File: src/rtl/bch_fix_pkg.sv
package bch_fix_pkg;
  typedef enum logic [1:0] {
    ST_IDLE = 2'd0,
    ST_LOOK = 2'd1,
    ST_WR   = 2'd2,
    ST_FIN  = 2'd3
  } seq_st_t;

  localparam int unsigned IDX_ADJUST = 3;
endpackage

File: src/rtl/bch_req_latch.sv
module bch_req_latch #(
  parameter int unsigned WORD_W  = 32,
  parameter int unsigned TAIL_W  = 8,
  localparam int unsigned PACK_W = 3 * WORD_W + TAIL_W
) (
  input  logic              clk,
  input  logic              rst_n,
  input  logic              load,
  input  logic [TAIL_W-1:0] tail_bits,
  input  logic [WORD_W-1:0] word1,
  input  logic [WORD_W-1:0] word2,
  input  logic [WORD_W-1:0] word3,
  output logic [PACK_W-1:0] packed_q
);
  always_ff @(posedge clk or negedge rst_n) begin
    if (!rst_n) begin
      packed_q <= '0;
    end else if (load) begin
      packed_q <= {tail_bits, word3, word2, word1};
    end
  end
endmodule

File: src/rtl/bch_loc_unpack.sv
module bch_loc_unpack #(
  parameter int unsigned N_LOC   = 8,
  parameter int unsigned LOC_W   = 13,
  parameter int unsigned ADJUST  = 3,
  parameter int unsigned LIMIT   = 4096,
  localparam int unsigned PACK_W = N_LOC * LOC_W
) (
  input  logic [PACK_W-1:0]           packed_locs,
  output logic [N_LOC-1:0][LOC_W-1:0] loc_idx,
  output logic [N_LOC-1:0]            loc_ok
);
  localparam logic [LOC_W-1:0] ADJ_V = LOC_W'(ADJUST);
  localparam logic [LOC_W-1:0] LIM_V = LOC_W'(LIMIT);

  for (genvar k = 0; k < N_LOC; k++) begin : g_loc
    logic [LOC_W-1:0] raw;
    assign raw        = packed_locs[k*LOC_W +: LOC_W];
    assign loc_idx[k] = raw ^ ADJ_V;
    assign loc_ok[k]  = (loc_idx[k] < LIM_V);
  end
endmodule

File: src/rtl/bch_flip_seq.sv
module bch_flip_seq
  import bch_fix_pkg::*;
#(
  parameter int unsigned N_LOC  = 8,
  parameter int unsigned LOC_W  = 13,
  parameter int unsigned CNT_W  = 4,
  parameter int unsigned ADDR_W = 9,
  parameter int unsigned BYTE_W = 8
) (
  input  logic                        clk,
  input  logic                        rst_n,
  input  logic                        start,
  input  logic [CNT_W-1:0]            start_cnt,
  input  logic [N_LOC-1:0][LOC_W-1:0] loc_idx,
  input  logic [N_LOC-1:0]            loc_ok,
  output logic                        busy,
  output logic                        mem_rd_en,
  output logic                        mem_wr_en,
  output logic [ADDR_W-1:0]           mem_addr,
  output logic [BYTE_W-1:0]           mem_wdata,
  input  logic [BYTE_W-1:0]           mem_rdata,
  output logic                        done,
  output logic [CNT_W-1:0]            res_count,
  output logic                        res_unc
);
  localparam int unsigned SEL_W     = $clog2(N_LOC);
  localparam int unsigned BIT_SEL_W = $clog2(BYTE_W);
  localparam logic [CNT_W-1:0] MAX_CNT = CNT_W'(N_LOC);

  seq_st_t          st_q;
  logic [CNT_W-1:0] cnt_q;
  logic [CNT_W-1:0] ptr_q;
  logic [CNT_W-1:0] flips_q;
  logic             unc_q;

  logic [SEL_W-1:0] sel;
  logic [LOC_W-1:0] cur;
  logic             cur_ok;
  logic             at_end;

  assign sel    = ptr_q[SEL_W-1:0];
  assign cur    = loc_idx[sel];
  assign cur_ok = loc_ok[sel];
  assign at_end = (ptr_q == cnt_q);

  logic unused_hi;
  assign unused_hi = ^cur[LOC_W-1:BIT_SEL_W+ADDR_W] ^ ^ptr_q[CNT_W-1:SEL_W];

  always_comb begin
    mem_rd_en = 1'b0;
    mem_wr_en = 1'b0;
    case (st_q)
      ST_LOOK: mem_rd_en = !at_end && cur_ok;
      ST_WR:   mem_wr_en = 1'b1;
      default: ;
    endcase
  end

  assign mem_addr  = cur[BIT_SEL_W +: ADDR_W];
  assign mem_wdata = mem_rdata ^ (BYTE_W'(1) << cur[BIT_SEL_W-1:0]);
  assign busy      = (st_q != ST_IDLE);
  assign done      = (st_q == ST_FIN);
  assign res_count = flips_q;
  assign res_unc   = unc_q;

  always_ff @(posedge clk or negedge rst_n) begin
    if (!rst_n) begin
      st_q    <= ST_IDLE;
      cnt_q   <= '0;
      ptr_q   <= '0;
      flips_q <= '0;
      unc_q   <= 1'b0;
    end else begin
      case (st_q)
        ST_IDLE: begin
          if (start) begin
            cnt_q   <= start_cnt;
            ptr_q   <= '0;
            flips_q <= '0;
            unc_q   <= (start_cnt > MAX_CNT);
            if (start_cnt == '0 || start_cnt > MAX_CNT) begin
              st_q <= ST_FIN;
            end else begin
              st_q <= ST_LOOK;
            end
          end
        end
        ST_LOOK: begin
          if (at_end) begin
            st_q <= ST_FIN;
          end else if (cur_ok) begin
            st_q <= ST_WR;
          end else begin
            ptr_q <= ptr_q + 1'b1;
          end
        end
        ST_WR: begin
          flips_q <= flips_q + 1'b1;
          ptr_q   <= ptr_q + 1'b1;
          st_q    <= ST_LOOK;
        end
        default: st_q <= ST_IDLE;
      endcase
    end
  end
endmodule

File: src/rtl/bch_err_fixer.sv
module bch_err_fixer #(
  parameter int unsigned SECTOR_BYTES = 512,
  parameter int unsigned N_LOC        = 8,
  parameter int unsigned LOC_W        = 13,
  parameter int unsigned CNT_W        = 4,
  parameter int unsigned WORD_W       = 32,
  parameter int unsigned BYTE_W       = 8,
  parameter int unsigned RDY_BIT      = 15,
  parameter int unsigned CNT_LSB      = 10,
  parameter int unsigned TAIL_LSB     = 16,
  localparam int unsigned ADDR_W      = $clog2(SECTOR_BYTES),
  localparam int unsigned PACK_W      = N_LOC * LOC_W,
  localparam int unsigned TAIL_W      = PACK_W - 3 * WORD_W
) (
  input  logic              clk,
  input  logic              rst_n,
  input  logic              req_valid,
  output logic              req_ready,
  input  logic [WORD_W-1:0] sts_word,
  input  logic [WORD_W-1:0] loc_word1,
  input  logic [WORD_W-1:0] loc_word2,
  input  logic [WORD_W-1:0] loc_word3,
  output logic              mem_rd_en,
  output logic              mem_wr_en,
  output logic [ADDR_W-1:0] mem_addr,
  output logic [BYTE_W-1:0] mem_wdata,
  input  logic [BYTE_W-1:0] mem_rdata,
  output logic              done,
  output logic [CNT_W-1:0]  corr_count,
  output logic              uncorrectable
);
  import bch_fix_pkg::*;

  logic                        busy;
  logic                        start;
  logic [PACK_W-1:0]           packed_q;
  logic [N_LOC-1:0][LOC_W-1:0] loc_idx;
  logic [N_LOC-1:0]            loc_ok;

  assign req_ready = !busy;
  assign start     = req_valid && req_ready && sts_word[RDY_BIT];

  logic unused_sts;
  assign unused_sts = ^sts_word[CNT_LSB-1:0] ^ sts_word[RDY_BIT-1]
                    ^ ^sts_word[WORD_W-1:TAIL_LSB+TAIL_W];

  bch_req_latch #(
    .WORD_W(WORD_W),
    .TAIL_W(TAIL_W)
  ) u_latch (
    .clk      (clk),
    .rst_n    (rst_n),
    .load     (start),
    .tail_bits(sts_word[TAIL_LSB +: TAIL_W]),
    .word1    (loc_word1),
    .word2    (loc_word2),
    .word3    (loc_word3),
    .packed_q (packed_q)
  );

  bch_loc_unpack #(
    .N_LOC (N_LOC),
    .LOC_W (LOC_W),
    .ADJUST(IDX_ADJUST),
    .LIMIT (SECTOR_BYTES * BYTE_W)
  ) u_unpack (
    .packed_locs(packed_q),
    .loc_idx    (loc_idx),
    .loc_ok     (loc_ok)
  );

  bch_flip_seq #(
    .N_LOC (N_LOC),
    .LOC_W (LOC_W),
    .CNT_W (CNT_W),
    .ADDR_W(ADDR_W),
    .BYTE_W(BYTE_W)
  ) u_seq (
    .clk      (clk),
    .rst_n    (rst_n),
    .start    (start),
    .start_cnt(sts_word[CNT_LSB +: CNT_W]),
    .loc_idx  (loc_idx),
    .loc_ok   (loc_ok),
    .busy     (busy),
    .mem_rd_en(mem_rd_en),
    .mem_wr_en(mem_wr_en),
    .mem_addr (mem_addr),
    .mem_wdata(mem_wdata),
    .mem_rdata(mem_rdata),
    .done     (done),
    .res_count(corr_count),
    .res_unc  (uncorrectable)
  );
endmodule

File: config.mk
export PLATFORM = sky130hd
export DESIGN_NAME = bch_err_fixer
export DESIGN_NICKNAME = d
export VERILOG_FILES = /design/src/rtl/bch_fix_pkg.sv /design/src/rtl/bch_req_latch.sv /design/src/rtl/bch_loc_unpack.sv /design/src/rtl/bch_flip_seq.sv /design/src/rtl/bch_err_fixer.sv
export SDC_FILE = /design/constraint.sdc
export NUM_CORES = 1
export LEC_CHECK = 0
export BUFFER_PORTS_ARGS = -buffer_cell sky130_fd_sc_hd__buf_2
export CORE_MARGIN = 5
export CORE_UTILIZATION = 45
export DETAILED_ROUTE_END_ITERATION = 8
export PLACE_DENSITY = 0.69
export SKIP_CTS_REPAIR_TIMING = 1
export SLEW_MARGIN = 5
export SYNTH_ARGS = -nofsm -noshare
export SYNTH_HDL_FRONTEND = slang
export SYNTH_SLANG_ARGS = --single-unit
File: constraint.sdc
create_clock -name clk -period 2.2 [get_ports clk]
set_clock_uncertainty 0.05 [all_clocks]
set_input_delay 0 -clock clk [delete_from_list [all_inputs] [get_ports clk]]
set_output_delay 0 -clock clk [all_outputs]
set_load 0.01 [all_outputs]
## Word-level counts from Yosys, hierarchy flattened

Index checks and enable logic that the tools add are counted.

| storage, ports and cells | value |
|---|---|
| flip-flop bits (word level) | 119 |
| input port bits | 139 |
| word-level logic and storage cells | 67 |

| operators by class | value |
|---|---|
| add/sub/neg operators | 2 |
| magnitude comparators | 10 |
| equality and inequality tests | 8 |
| shifts and indexed selects | 1 |
| muxes and demuxes | 16 |
| bitwise operators | 9 |
| reductions and logical operators | 15 |

Operator list:

| operator | count |
|---|---|
| < comparator 13 bit (second input constant) | 8 |
| binary-select mux 13 bit (select 3 bit) | 1 |
| NOT 2 bit | 8 |
| two-way mux 12 bit | 1 |
| two-way mux 4 bit | 3 |
| one-hot mux 4 bit (3 select lines) | 1 |
| adder 4 x 1 -> 4 bit (second input constant) | 2 |
| two-way mux 2 bit | 4 |
| one-hot mux 4 bit (2 select lines) | 1 |
| left shift 1 x 3 -> 8 bit (first input constant) | 1 |
| XOR 8 bit | 1 |
| != test 2 bit (second input constant) | 3 |
| one-hot mux 2 bit (3 select lines) | 1 |
| AND reduction 2 bit | 3 |
| equality test 2 bit (second input constant) | 2 |
| equality test 4 bit | 1 |
| greater-than comparator 4 bit (second input constant) | 1 |
| logical NOT 4 bit | 1 |
| < comparator 3 x 4 -> 1 bit (second input constant) | 1 |
| AND reduction 4 bit | 1 |
| nonzero test 2 bit | 2 |
| binary-select mux 1 bit (select 3 bit) | 1 |
| logical AND 1 bit | 3 |
| two-way mux 1 bit | 3 |
| other kinds (6) | 7 |

## Logic depth before layout (Yosys ltp)

| depth | value |
|---|---|
| depth after elaboration | 7 |
| depth in mapped cells | 7 |

## Hierarchy

Synthesis repeated with hierarchy kept, for this count alone.

| second synthesis, totals | value |
|---|---|
| cell total of the unflattened synthesis | 493 |
| area total of the unflattened synthesis | 6686.4 sq um |

Modules (own cells, without submodules):

| module | instances | cells each | area an instance (sq um) |
|---|---|---|---|
| bch_req_latch | 1 | 220 | 4112.7 |
| bch_flip_seq | 1 | 159 | 1810.5 |
| bch_loc_unpack | 1 | 112 | 750.7 |
| bch_err_fixer | 1 | 2 | 12.5 |

## Worst setup path after synthesis

No wires, ideal clock.

| path | value |
|---|---|
| path type | register to register |
| start | reg u_seq.st_q[0] |
| end | reg u_seq.ptr_q[3] |
| setup time | 0.064 ns |
| arrival | 2.019 ns |
| data required time | 2.086 ns |
| path slack | 0.067 ns |
| stages on the path, launching flop included | 8 |
| path through | dfrtp_1 inv_1 ha_1 a21bo_2 and2_1 or4b_2 o31ai_1 a21o_1 |

| between the ends | value |
|---|---|
| longest elaborated chain between the ends | 6 |
| elaborated cells on any way between the ends | 13 |
| those cells by class | eq/ne: 5; mux: 1; reduce/logical: 7 |

RTL lines:

| item | line | source |
|---|---|---|
| from (decl) | bch_flip_seq.sv:30 | `seq_st_t st_q;` |
| from (signal assigned) | bch_flip_seq.sv:68 | `st_q <= ST_IDLE;` |
| from (signal assigned) | bch_flip_seq.sv:82 | `st_q <= ST_FIN;` |
| from (signal assigned) | bch_flip_seq.sv:84 | `st_q <= ST_LOOK;` |
| nonzero test 2 bit | bch_flip_seq.sv:61 | `assign busy = (st_q != ST_IDLE);` |
| logical NOT 1 bit | bch_err_fixer.sv:40 | `assign req_ready = !busy;` |
| named net req_ready | bch_err_fixer.sv:18 | `output logic req_ready,` |
| logical AND 1 bit (2 in series) | bch_err_fixer.sv:41 | `assign start = req_valid && req_ready && sts_word[RDY_BIT];` |
| != test 2 bit (no source line) | n/a |  |
| AND reduction 4 bit (no source line) | n/a |  |
| to (signal assigned) | bch_flip_seq.sv:94 | `ptr_q <= ptr_q + 1'b1;` |
| to (signal assigned) | bch_flip_seq.sv:99 | `ptr_q <= ptr_q + 1'b1;` |
| to (decl) | bch_flip_seq.sv:32 | `logic [CNT_W-1:0] ptr_q;` |

The timed path passes the listed nets, and every way through them passes these cells.
A chain may end at the register's enable or synchronous reset.

## Final worst setup path

| path | value |
|---|---|
| start | reg u_seq.ptr_q[1] |
| end | out mem_wdata[3] |

| between the ends | value |
|---|---|
| longest elaborated chain between the ends | 4 |

RTL lines:

| item | line | source |
|---|---|---|
| binary-select mux 13 bit (select 3 bit) | bch_flip_seq.sv:42 | `assign cur = loc_idx[sel];` |
| two-way mux 12 bit (not written as such) | bch_flip_seq.sv:42 |  |
| left shift 1 x 3 -> 8 bit | bch_flip_seq.sv:60 | `assign mem_wdata = mem_rdata ^ (BYTE_W'(1) << cur[BIT_SEL_W-1:0]);` |
| XOR 8 bit | bch_flip_seq.sv:60 |  |
| to (decl) | bch_err_fixer.sv:26 | `output logic [BYTE_W-1:0] mem_wdata,` |

No other way between the ends. The select of a mux whose other input is x is not followed.

==> results.md <==
- Status: complete, but fails checks
- Failing checks: negative setup slack
- Root Driver: clkbuf_16
- Int Pwr: 7.61 mW
- Placeable Area: 0.0125 mm²
- Post-synth EDFFs: 0
- H-tree Lvls: 4
- Avg Cell Area, Syn: 9.44 µm²
- GRT overflow: 0
- Drt first pass iters: 5
- Clk pwr share: 24.4%
- Worst R2R End: u_seq.ptr_q[0]$_DFFE_PN0P_
- Worst-Margin Slew: 552 ps
- Kind of critical path: flop to primary output
- Vias per cell: 4.95
- Fmax: 422 MHz
- Area Growth Syn to Fin: 51.7%
- Die H: 122 µm
- Nets: 1,013
- Largest net degree at the start of global routing: 51
- I/O Buffers: 145
- Initial antenna violation count: 0
- RSZ-0062 raised after global routing: yes
- Clock insertion delay at the later pin of the skew report: 410 ps
- Worst setup EP type: primary output
- Leakage dissipation: 4.41 nW
- Initial core utilization: 45.4%
- R2r startpoint: u_seq.ptr_q[1]$_DFFE_PN0P_
- Multi-input logic area: 0.00260 mm²
- Global-route wire length before repair: 23.4 mm
- Synthesized cell area: 0.00566 mm²
- Total Die Area: 0.0149 mm²
- Ys Warns: 0
- Reg2Reg Depth: 8
- Share of cells above drive strength 1: 29.2%
- RePlAce Congestion: 0.851
- FFs w/ async S/R, synth: 100%
- Final period util: 108%
- Ys flop type: dfrtp_1
- Vias in the first global route: 4,816
- Most frequent cells in the layout: 335 x nand2_1, 138 x buf_2, 116 x dfrtp_1
- Synth cell types: 36
- Final hold vios: 0
- Drt drc: 0
- Clock buffer depth: 2
- Slew HR: 63.2%
- Switching power: 3.95 mW
- Cts bufs inserted: 17
- Data arrival, critical path: 2320 ps
- Combinational share of power: 42.5%
- Ant. Diodes: 0
- Io pins: 165
- Crit path time final: 2370 ps
- Via count: 5,206
- Sw frac: 34.2%
- Setup_tns: -813 ps
- ANT nets after route: 0
- DR iter-0 viols: 275
- Clk slew on worst S/H paths: 50 ps
- Tot GR Track Use: 20.3%
- Critical Path End: mem_wdata[3]
- FF+latch count, synth: 119
- Seq. cell area: 0.00298 mm²
- Syn Inst Count: 600
- TritonCTS clock tree: built
- Row cnt: 41
- Max-Cap Viols: 0
- Most common cell after layout, fill and taps aside: nand2_1
- Wire per inst: 16.0 µm
- Final setup fails: 14
- Slew Limit Fails: 0
- Crit start category: flop
- Pwr/cell area: 1350 mW/mm²
- Filler cell count: 918
- Critical Path Source: u_seq.ptr_q[1]$_DFFE_PN0P_
- Critical Path RT: 2150 ps
- Syn nets: 746
- Post-synthesis sequential area ratio: 52.6%
- Worst Path Max Fanout: 7
- Min-delay worst type: primary input to async pin
- R2r setup slk: 60 ps
- Non-filler cells, final: 1,052
- Placed cell count: 905
- Peak VDD IR: 0.806 mV
- DRT Wirelength: 16.9 mm
- Final WS setup: -171 ps
- Die Wd: 122 µm
- Number of clock sinks: 119
- HPWL Detailed: 10.4 mm
- Reg power frac: 33.1%
[Yosys cell counts, types with 2 or more instances]
cell type / number / area (µm²)
mux2i_1: 2 / 20.0
o21ai_0: 7 / 35.0
and3_1: 2 / 12.5
inv_1: 7 / 26.3
buf_2: 3 / 15.0
dfrtp_1: 119 / 2980
buf_4: 2 / 15.0
clkbuf_1: 24 / 90.1
o31ai_1: 3 / 22.5
nand2_1: 335 / 1260
xnor2_1: 8 / 70.1
buf_1: 3 / 11.3
ha_1: 7 / 87.6
nand4_1: 2 / 12.5
mux2_2: 13 / 146
nand3_1: 4 / 20.0
nor2_1: 8 / 30.0
xor2_1: 6 / 52.6
mux4_2: 26 / 586
nor3_1: 3 / 15.0
[state kept, by name (all words and copies together) (netlist names)]
name,count
u_seq.cnt_q,4
u_seq.res_count,4
u_seq.st_q,2
u_seq.ptr_q,4
u_latch.packed_q,104
u_seq.res_unc,1
[power groups by stage]
stage / logic [mW] / clock network, mW / registers, mW
after floorplan: 2.99 / 0 / 3.62
after CTS: 4.25 / 2.85 / 3.84
final: 4.91 / 2.82 / 3.83
after detailed placement: 4.20 / 0 / 3.84
after global routing: 5.41 / 2.96 / 3.94
after global placement: 4.08 / 0 / 3.77
[through the flow]
| step | cell area (µm²) | util, % | total power, mW | hold WS (ps) | setup slack (ps) |
|---|---|---|---|---|---|
| after global placement | 6720 | 53.9 | 7.85 | -32.3 | 114 |
| after detailed placement | 6720 | 53.9 | 8.05 | -19.6 | 97.9 |
| final | 8590 | 68.9 | 11.6 | 69.4 | -171 |
| after global routing | 8590 | 68.9 | 12.3 | 127 | -229 |
| after floorplan | 5660 | - | 6.61 | -346 | 67.1 |
| after CTS | 7320 | 58.7 | 10.9 | -460 | -293 |
[layer usage]
layer  vias to the layer above  share of wire (%)  global-route usage, %
met1                      2491                 39                   26.1
met3                        38                5.4                   5.20
li1                       2468                  -                      -
met5                         -                  0                      0
met4                         0                2.4                   6.44
met2                       209                 53                   34.0
[worst min-delay path by stage]
stage / slack, ps / endpoint
detailed placement: -20 / u_latch.packed_q[28]$_DFFE_PN0P_
global placement: -30 / u_latch.packed_q[28]$_DFFE_PN0P_
finish: 70 / u_latch.packed_q[28]$_DFFE_PN0P_
floorplan: -350 / u_latch.packed_q[0]$_DFFE_PN0P_
global route: 130 / u_latch.packed_q[16]$_DFFE_PN0P_
CTS: -460 / u_latch.packed_q[28]$_DFFE_PN0P_
[cell families after synthesis]
group / synth area share [%]
simple gates: 24.7
flops: 52.6
mux: 13.9
buf+inv: 2.98
compound gates: 2.06
xor+xnor: 2.17
fa+ha+maj: 1.55
[area by class of cell]
class | instances | share of cell area, %
multi-input combinational | 441 | 30.3
tap | 172 | 2.51
clock buffer | 23 | 5.56
clock inverter | 9 | 1.43
inverter | 7 | 0.306
timing repair buffer | 281 | 25.2
sequential | 119 | 34.7
[critical path, stage by stage, from the launching register on]
cell and delay, ps:
dfrtp_2 380, buf_4 150, mux4_2 500, mux2_4 330
nor3_4 200, xor2_1 180, buf_2 160
Power figures use the tool's default switching activity.
